$ cat src/rtl/alu8_pkg.sv
package alu8_pkg;

    localparam int DW  = 8;
    localparam int NIB = DW / 2;

    // Operation codes; values 10..15 are defined as no-operation
    localparam logic [3:0] OP_ADD = 4'd0;
    localparam logic [3:0] OP_SUB = 4'd1;
    localparam logic [3:0] OP_AND = 4'd2;
    localparam logic [3:0] OP_OR  = 4'd3;
    localparam logic [3:0] OP_XOR = 4'd4;
    localparam logic [3:0] OP_CMP = 4'd5;
    localparam logic [3:0] OP_SHL = 4'd6;
    localparam logic [3:0] OP_SHR = 4'd7;
    localparam logic [3:0] OP_ROL = 4'd8;
    localparam logic [3:0] OP_ROR = 4'd9;

    typedef enum logic {
        ST_IDLE = 1'b0,
        ST_DONE = 1'b1
    } out_state_e;

    // Status byte bit positions
    localparam int FB_C   = 0;
    localparam int FB_Z   = 1;
    localparam int FB_I   = 2;
    localparam int FB_D   = 3;
    localparam int FB_B   = 4;
    localparam int FB_ONE = 5;
    localparam int FB_V   = 6;
    localparam int FB_N   = 7;

    function automatic logic [7:0] pack_status(
        input logic n, input logic v, input logic b, input logic d,
        input logic i, input logic z, input logic c);
        return {n, v, 1'b1, b, d, i, z, c};
    endfunction

endpackage

$ cat src/rtl/alu8_addsub.sv
module alu8_addsub
    import alu8_pkg::*;
(
    input  logic [DW-1:0] a_i,
    input  logic [DW-1:0] b_i,
    input  logic          cin_i,
    input  logic          sub_i,
    input  logic          dec_i,
    output logic [DW-1:0] sum_o,
    output logic          cout_o,
    output logic          ovf_o
);

    logic [DW-1:0] b_eff;
    logic [DW:0]   bin;
    logic          lo_half;
    logic [NIB:0]  dlo;
    logic [NIB:0]  dhi;
    logic          dhc;
    logic [DW-1:0] mid;
    logic [DW-1:0] sub_fix;

    always_comb begin
        // Shared binary adder; subtract feeds the inverted operand
        b_eff   = sub_i ? ~b_i : b_i;
        bin     = {1'b0, a_i} + {1'b0, b_eff} + {{DW{1'b0}}, cin_i};
        lo_half = ({1'b0, a_i[NIB-1:0]} + {1'b0, b_eff[NIB-1:0]}
                   + {{NIB{1'b0}}, cin_i}) > 5'd15;

        // Decimal add: per-digit adjust
        dlo = {1'b0, a_i[NIB-1:0]} + {1'b0, b_i[NIB-1:0]} + {{NIB{1'b0}}, cin_i};
        dhc = (dlo > 5'd9);
        if (dhc) dlo = dlo + 5'd6;
        dhi = {1'b0, a_i[DW-1:NIB]} + {1'b0, b_i[DW-1:NIB]} + {{NIB{1'b0}}, dhc};
        mid = {dhi[NIB-1:0], dlo[NIB-1:0]};
        if (dhi > 5'd9) dhi = dhi + 5'd6;

        // Decimal subtract: correct the binary difference
        sub_fix = bin[DW-1:0] - (lo_half ? 8'h00 : 8'h06) - (bin[DW] ? 8'h00 : 8'h60);

        if (dec_i && !sub_i) begin
            sum_o  = {dhi[NIB-1:0], dlo[NIB-1:0]};
            cout_o = dhi[NIB];
            ovf_o  = ~(a_i[DW-1] ^ b_i[DW-1]) & (a_i[DW-1] ^ mid[DW-1]);
        end else if (dec_i) begin
            sum_o  = sub_fix;
            cout_o = bin[DW];
            ovf_o  = ~(a_i[DW-1] ^ b_eff[DW-1]) & (a_i[DW-1] ^ bin[DW-1]);
        end else begin
            sum_o  = bin[DW-1:0];
            cout_o = bin[DW];
            ovf_o  = ~(a_i[DW-1] ^ b_eff[DW-1]) & (a_i[DW-1] ^ bin[DW-1]);
        end
    end

endmodule

$ cat src/rtl/alu8_logic.sv
module alu8_logic
    import alu8_pkg::*;
(
    input  logic [3:0]    op_i,
    input  logic [DW-1:0] a_i,
    input  logic [DW-1:0] b_i,
    input  logic          cin_i,
    output logic [DW-1:0] res_o,
    output logic          cout_o
);

    always_comb begin
        res_o  = a_i;
        cout_o = cin_i;
        unique case (op_i)
            OP_AND: res_o = a_i & b_i;
            OP_OR:  res_o = a_i | b_i;
            OP_XOR: res_o = a_i ^ b_i;
            OP_SHL: begin
                res_o  = {a_i[DW-2:0], 1'b0};
                cout_o = a_i[DW-1];
            end
            OP_SHR: begin
                res_o  = {1'b0, a_i[DW-1:1]};
                cout_o = a_i[0];
            end
            OP_ROL: begin
                res_o  = {a_i[DW-2:0], cin_i};
                cout_o = a_i[DW-1];
            end
            OP_ROR: begin
                res_o  = {cin_i, a_i[DW-1:1]};
                cout_o = a_i[0];
            end
            default: begin
                res_o  = a_i;
                cout_o = cin_i;
            end
        endcase
    end

endmodule

$ cat src/rtl/alu8_dec.sv
module alu8_dec
    import alu8_pkg::*;
(
    input  logic          clk,
    input  logic          rst_n,
    input  logic          go,
    input  logic [3:0]    op_code,
    input  logic [DW-1:0] acc_in,
    input  logic [DW-1:0] opd_in,
    input  logic [7:0]    flags_in,
    output logic [DW-1:0] result,
    output logic [7:0]    flags_out,
    output logic          done
);

    out_state_e    state_q, state_d;

    logic          as_sub, as_dec, as_cin;
    logic [DW-1:0] as_sum;
    logic          as_cout, as_ovf;
    logic [DW-1:0] lg_res;
    logic          lg_cout;

    logic [DW-1:0] nxt_res;
    logic [DW-1:0] nz_src;
    logic          nxt_c, nxt_v, nxt_n, nxt_z;
    logic          keep_nz;
    logic          flag_rsvd_unused;

    assign flag_rsvd_unused = flags_in[FB_ONE];

    always_comb begin
        as_sub = (op_code == OP_SUB) || (op_code == OP_CMP);
        as_dec = flags_in[FB_D] && (op_code != OP_CMP);
        as_cin = (op_code == OP_CMP) ? 1'b1 : flags_in[FB_C];
    end

    alu8_addsub u_addsub (
        .a_i   (acc_in),
        .b_i   (opd_in),
        .cin_i (as_cin),
        .sub_i (as_sub),
        .dec_i (as_dec),
        .sum_o (as_sum),
        .cout_o(as_cout),
        .ovf_o (as_ovf)
    );

    alu8_logic u_logic (
        .op_i  (op_code),
        .a_i   (acc_in),
        .b_i   (opd_in),
        .cin_i (flags_in[FB_C]),
        .res_o (lg_res),
        .cout_o(lg_cout)
    );

    // Result and flag selection
    always_comb begin
        nxt_res = acc_in;
        nz_src  = acc_in;
        nxt_c   = flags_in[FB_C];
        nxt_v   = flags_in[FB_V];
        keep_nz = 1'b0;
        unique case (op_code)
            OP_ADD, OP_SUB: begin
                nxt_res = as_sum;
                nz_src  = as_sum;
                nxt_c   = as_cout;
                nxt_v   = as_ovf;
            end
            OP_CMP: begin
                nxt_res = acc_in;
                nz_src  = as_sum;
                nxt_c   = as_cout;
            end
            OP_AND, OP_OR, OP_XOR: begin
                nxt_res = lg_res;
                nz_src  = lg_res;
            end
            OP_SHL, OP_SHR, OP_ROL, OP_ROR: begin
                nxt_res = lg_res;
                nz_src  = lg_res;
                nxt_c   = lg_cout;
            end
            default: keep_nz = 1'b1;
        endcase
        nxt_n = keep_nz ? flags_in[FB_N] : nz_src[DW-1];
        nxt_z = keep_nz ? flags_in[FB_Z] : (nz_src == '0);
    end

    // Output controller: state register
    always_ff @(posedge clk or negedge rst_n) begin
        if (!rst_n) state_q <= ST_IDLE;
        else        state_q <= state_d;
    end

    always_comb begin
        state_d = state_q;
        unique case (state_q)
            ST_IDLE: if (go) state_d = ST_DONE;
            ST_DONE: state_d = go ? ST_DONE : ST_IDLE;
            default: state_d = ST_IDLE;
        endcase
    end

    // Output registers
    always_ff @(posedge clk or negedge rst_n) begin
        if (!rst_n) begin
            result    <= '0;
            flags_out <= 8'h20;
        end else if (go) begin
            result    <= nxt_res;
            flags_out <= pack_status(nxt_n, nxt_v, flags_in[FB_B], flags_in[FB_D],
                                     flags_in[FB_I], nxt_z, nxt_c);
        end
    end

    assign done = (state_q == ST_DONE);


    hold_when_idle_chk: assert property (@(posedge clk) disable iff (!rst_n)
        !go |=> ($stable(result) && $stable(flags_out)));


    done_after_go_chk: assert property (@(posedge clk) disable iff (!rst_n)
        go |=> done);


    no_done_without_go_chk: assert property (@(posedge clk) disable iff (!rst_n)
        !go |=> !done);


    ctrl_bits_pass_chk: assert property (@(posedge clk) disable iff (!rst_n)
        go |=> (flags_out[4:2] == $past(flags_in[4:2])) && flags_out[FB_ONE]);


    cmp_keeps_acc_chk: assert property (@(posedge clk) disable iff (!rst_n)
        (go && op_code == OP_CMP) |=>
            (result == $past(acc_in)) && (flags_out[FB_V] == $past(flags_in[FB_V])));


    zero_flag_chk: assert property (@(posedge clk) disable iff (!rst_n)
        (go && op_code < 4'd10 && op_code != OP_CMP) |=>
            (flags_out[FB_Z] == (result == '0)) && (flags_out[FB_N] == result[DW-1]));

endmodule

$ cat config.mk
export PLATFORM = sky130hd
export DESIGN_NAME = alu8_dec
export DESIGN_NICKNAME = d
export VERILOG_FILES = /design/src/rtl/alu8_pkg.sv /design/src/rtl/alu8_addsub.sv /design/src/rtl/alu8_logic.sv /design/src/rtl/alu8_dec.sv
export SDC_FILE = /design/constraint.sdc
export NUM_CORES = 1
export LEC_CHECK = 0
export BUFFER_PORTS_ARGS = -buffer_cell sky130_fd_sc_hd__buf_2
export CAP_MARGIN = 20
export CORE_MARGIN = 5
export CORE_UTILIZATION = 28
export CTS_CLUSTER_SIZE = 16
export DETAILED_ROUTE_END_ITERATION = 10
export HOLD_SLACK_MARGIN = 0.1
export PLACE_DENSITY_LB_ADDON = 0.3
export SYNTH_ARGS = -nofsm -noshare
export SYNTH_HDL_FRONTEND = slang
export SYNTH_SLANG_ARGS = --single-unit
$ cat constraint.sdc
create_clock -name clk -period 1 [get_ports clk]
set_input_delay 0.1 -clock clk [delete_from_list [all_inputs] [get_ports clk]]
set_output_delay 0.1 -clock clk [all_outputs]
set_load 0.01 [all_outputs]
==> metrics.md <==
| Metric | Value |
|---|---|
| GRT overflow | `0` |
| Critical Path AT | `4.34 ns` |
| Number of synthesized flops with an enable pin | `0` |
| Die width | `108.9 um` |
| Hold Crit Endpoint | `flags_out[6]$_DFFE_PN0P_` |
| Worst r2r dst | `flags_out[4]$_DFFE_PN0P_` |
| Final #Nets | `581` |
| Async SR Flop Fraction | `100.0%` |
| FF/Latch Area | `400.4 um2` |
| Yosys cell types | `60` |
| Worst Setup Start Kind | `primary input` |
| Drt first pass iters | `6` |
| Pleak | `2.108 nW` |
| Gpl congestion | `0.8767` |
| Dpl hpwl | `7.442 mm` |
| Comb power frac | `76.6%` |
| Worst vdd rail ir drop | `512.1 uV` |
| Initial antenna violation count | `0` |
| Total Wirelength | `9.173 mm` |
| P_int | `3.073 mW` |
| Starting Density | `28.43%` |
| Setup TNS after final layout | `-28.76 ns` |
| GRT Util Overall | `15.78%` |
| Status | `finished, violations left` |
| Clk_skew | `0 ns` |
| Hold Path Class | `primary input to flip-flop` |
| Switching pwr | `2.168 mW` |
| Worst Setup Path Type | `primary input to flip-flop` |
| Die Y | `108.9 um` |
| # setup viols final | `12` |
| First-pass GRT wire length | `15.03 mm` |
| Slew @ Worst Pin | `1.099 ns` |
| Final Hold Violating Endpoints | `0` |
| Fmax | `240.2 MHz` |
| Layout cells sized above 1 | `46.26%` |
| Core area | `9639 um2` |
| Net count after synthesis | `420` |
| # clock sinks | `16` |
| Initial detailed-routing violation count | `150` |
| Clk slew on worst S/H paths | `0.06 ns` |
| IO Port Bufs | `45` |
| Setup ws final | `-3.163 ns` |
| Site row count | `36` |
| Sw frac | `41.37%` |
| Die footprint | `11860 um2` |
| Hold depth | `3` |
| Slew margin rel. | `26.54%` |
| # diodes | `0` |
| Commonest non-fill, non-tap cell in the layout | `buf_4` |
| H-tree levels | `1` |
| CTS buffer count | `3` |
| Detailed-route wire length per cell | `14.31 um` |
| CTS tree | `yes` |
| Syn Inst Count | `349` |
| Most frequent cells in the layout | `buf_4 (115), buf_2 (42), inv_1 (34), ha_1 (29), nor2_1 (28)` |
| Vias in the first global route | `3236` |
| Max clock buf depth | `2` |
| DRC errors left | `0` |
| R2R depth | `1` |
| Post-Synthesis Cell Area | `2740 um2` |
| Multi-input gate area | `2512 um2` |
| CTS root buf | `clkbuf_8` |
| Pwr/cell area | `1178 nW/um2` |
| Pin count of the biggest net entering global routing | `30` |
| YS warnings | `0` |
| Fin Hold WS | `0.1689 ns` |
| Clock power share | `8.8%` |
| Crit-path max FO | `4` |
| Max Cap Violations | `0` |
| # fillers | `969` |
| Average size of a mapped cell | `7.851 um2` |
| Vias/cell | `4.841` |
| Failing checks | `negative setup slack` |
| Crit. End Element | `flip-flop` |
| Hold Crit Start | `flags_in[6]` |
| RR Startpoint | `flags_out[4]$_DFFE_PN0P_` |
| Primary FF master, synth | `dfrtp_1` |
| Fin crit share | `416.3%` |
| RSZ-0062 raised after global routing | `true` |
| Worst skew pair latency | `0.24 ns` |
| Max Slew Vio Count | `0` |
| Reg2Reg Setup Slack | `0.26 ns` |
| CP Data Required Time | `1.17 ns` |
| Area growth syn-to-layout | `62.42%` |
| Post-route ant nets | `0` |
| Yosys reg bits | `16` |
| Io pins | `48` |
| Post-route minimum period | `4.163 ns` |
| Seq pwr share | `14.7%` |
| Post-synthesis sequential area ratio | `14.61%` |
| Vias | `3103` |
## kinds of logic (layout without fill, tap and decap cells)
group / Yosys count / count (layout) / synth area share (%)
simple gates: 104 / 104 / 19.41
compound gates: 103 / 103 / 26.12
buf+inv: 49 / 208 / 7.488
fa+ha+maj: 40 / 40 / 19.91
xor+xnor: 23 / 23 / 7.351
flops: 16 / 16 / 14.61
mux: 13 / 13 / 4.977
other cells: 1 / 1 / 0.1369
## flip-flops by register name (all words and copies together) (netlist names)
signal and flops:
result 8, done 1, flags_out 7
## Yosys cell counts (all sizes together), types with 2 or more instances
cell	count	area share, %
nand3	5	0.91
o211ai	13	3.6
inv	37	5.1
a211oi	5	1.4
and3b	2	0.64
buf	7	1.7
mux2	5	2.1
clkbuf	5	0.69
o21ai	17	3.1
and3	3	0.69
a2111oi	2	0.87
nor4b	4	1.3
fa	6	4.4
o221ai	2	0.64
nand2	27	3.7
dfrtp	16	15
nand3b	2	0.55
or2	2	0.46
xor2	4	1.3
mux2i	8	2.9
nand2b	6	1.4
a21o	10	2.7
a221oi	8	2.6
o31ai	2	0.55
nor2	31	4.5
xnor2	19	6.1
a41oi	3	0.96
nor3	5	0.91
o21a	3	0.82
or3	4	0.91
nor3b	3	1.0
a31oi	4	0.91
a21oi	22	4.0
nor2b	5	1.1
ha	34	16
## through the flow
stage               util (%)  worst slack (ns)  instance area [um2]  cells  total power, mW
global placement       41.67            -3.522                 4016    627            4.066
floorplan                  -            -3.656                 2879    349            2.731
CTS                    44.16            -3.197                 4257    637            4.856
detailed placement     41.67            -3.631                 4016    627            4.119
finish                 46.17            -3.163                 4451    641            5.241
global route           46.17            -3.361                 4451    641            5.693
## worst max-delay path by stage
stage,slack [ns],startpoint,to,cells after the start
after floorplan,-3.66,op_code[1],flags_out[1]$_DFFE_PN0P_,21
after global placement,-3.52,op_code[1],flags_out[1]$_DFFE_PN0P_,21
after detailed placement,-3.63,op_code[1],flags_out[1]$_DFFE_PN0P_,20
after CTS,-3.20,op_code[1],flags_out[1]$_DFFE_PN0P_,20
after global routing,-3.36,op_code[1],flags_out[1]$_DFFE_PN0P_,20
final,-3.16,op_code[1],flags_out[1]$_DFFE_PN0P_,21
## routing by layer
layer	share of wire [%]	global-route usage, %	wire, um
met1	44	20.03	4048
met2	49	28.07	4495
met3	4.9	0.8289	454
met4	1.9	5.861	174
met5	0	0	0
## repair_timing
item | CTS | global route
gates resized for setup | 27 | 35
endpoints found under the hold margin | 18 | 0
hold buffers | 3 | 0
endpoints found under the setup margin | 12 | 12
setup buffers | 4 | 4
pin swaps | 20 | 17
## area by class of cell
class | count | area share, %
inverter | 37 | 3.121
multi-input combinational | 284 | 56.45
tap | 133 | 3.739
timing repair buffer | 168 | 26.76
sequential | 16 | 8.996
clock buffer | 3 | 0.9277
## worst max-delay path: stages
cell	delay, ns
buf_8	0.10
nor3b_4	0.19
a21o_1	0.17
inv_2	0.04
fa_2	0.34
fa_2	0.39
xor2_4	0.19
ha_2	0.17
inv_1	0.06
o21ai_2	0.05
a41oi_2	0.22
inv_1	0.08
fa_2	0.37
fa_2	0.40
a21o_1	0.19
a21o_1	0.19
a211oi_2	0.18
a211oi_2	0.05
or3_4	0.38
o41a_1	0.32
o21ai_1	0.13
## power groups by stage
stage | clock network [mW] | registers, mW | logic [mW]
global route | 0.504 | 0.777 | 4.41
finish | 0.460 | 0.769 | 4.01
CTS | 0.477 | 0.769 | 3.61
floorplan | 0 | 0.827 | 1.90
global placement | 0 | 0.781 | 3.29
detailed placement | 0 | 0.781 | 3.34
Power figures use the tool's default switching activity.
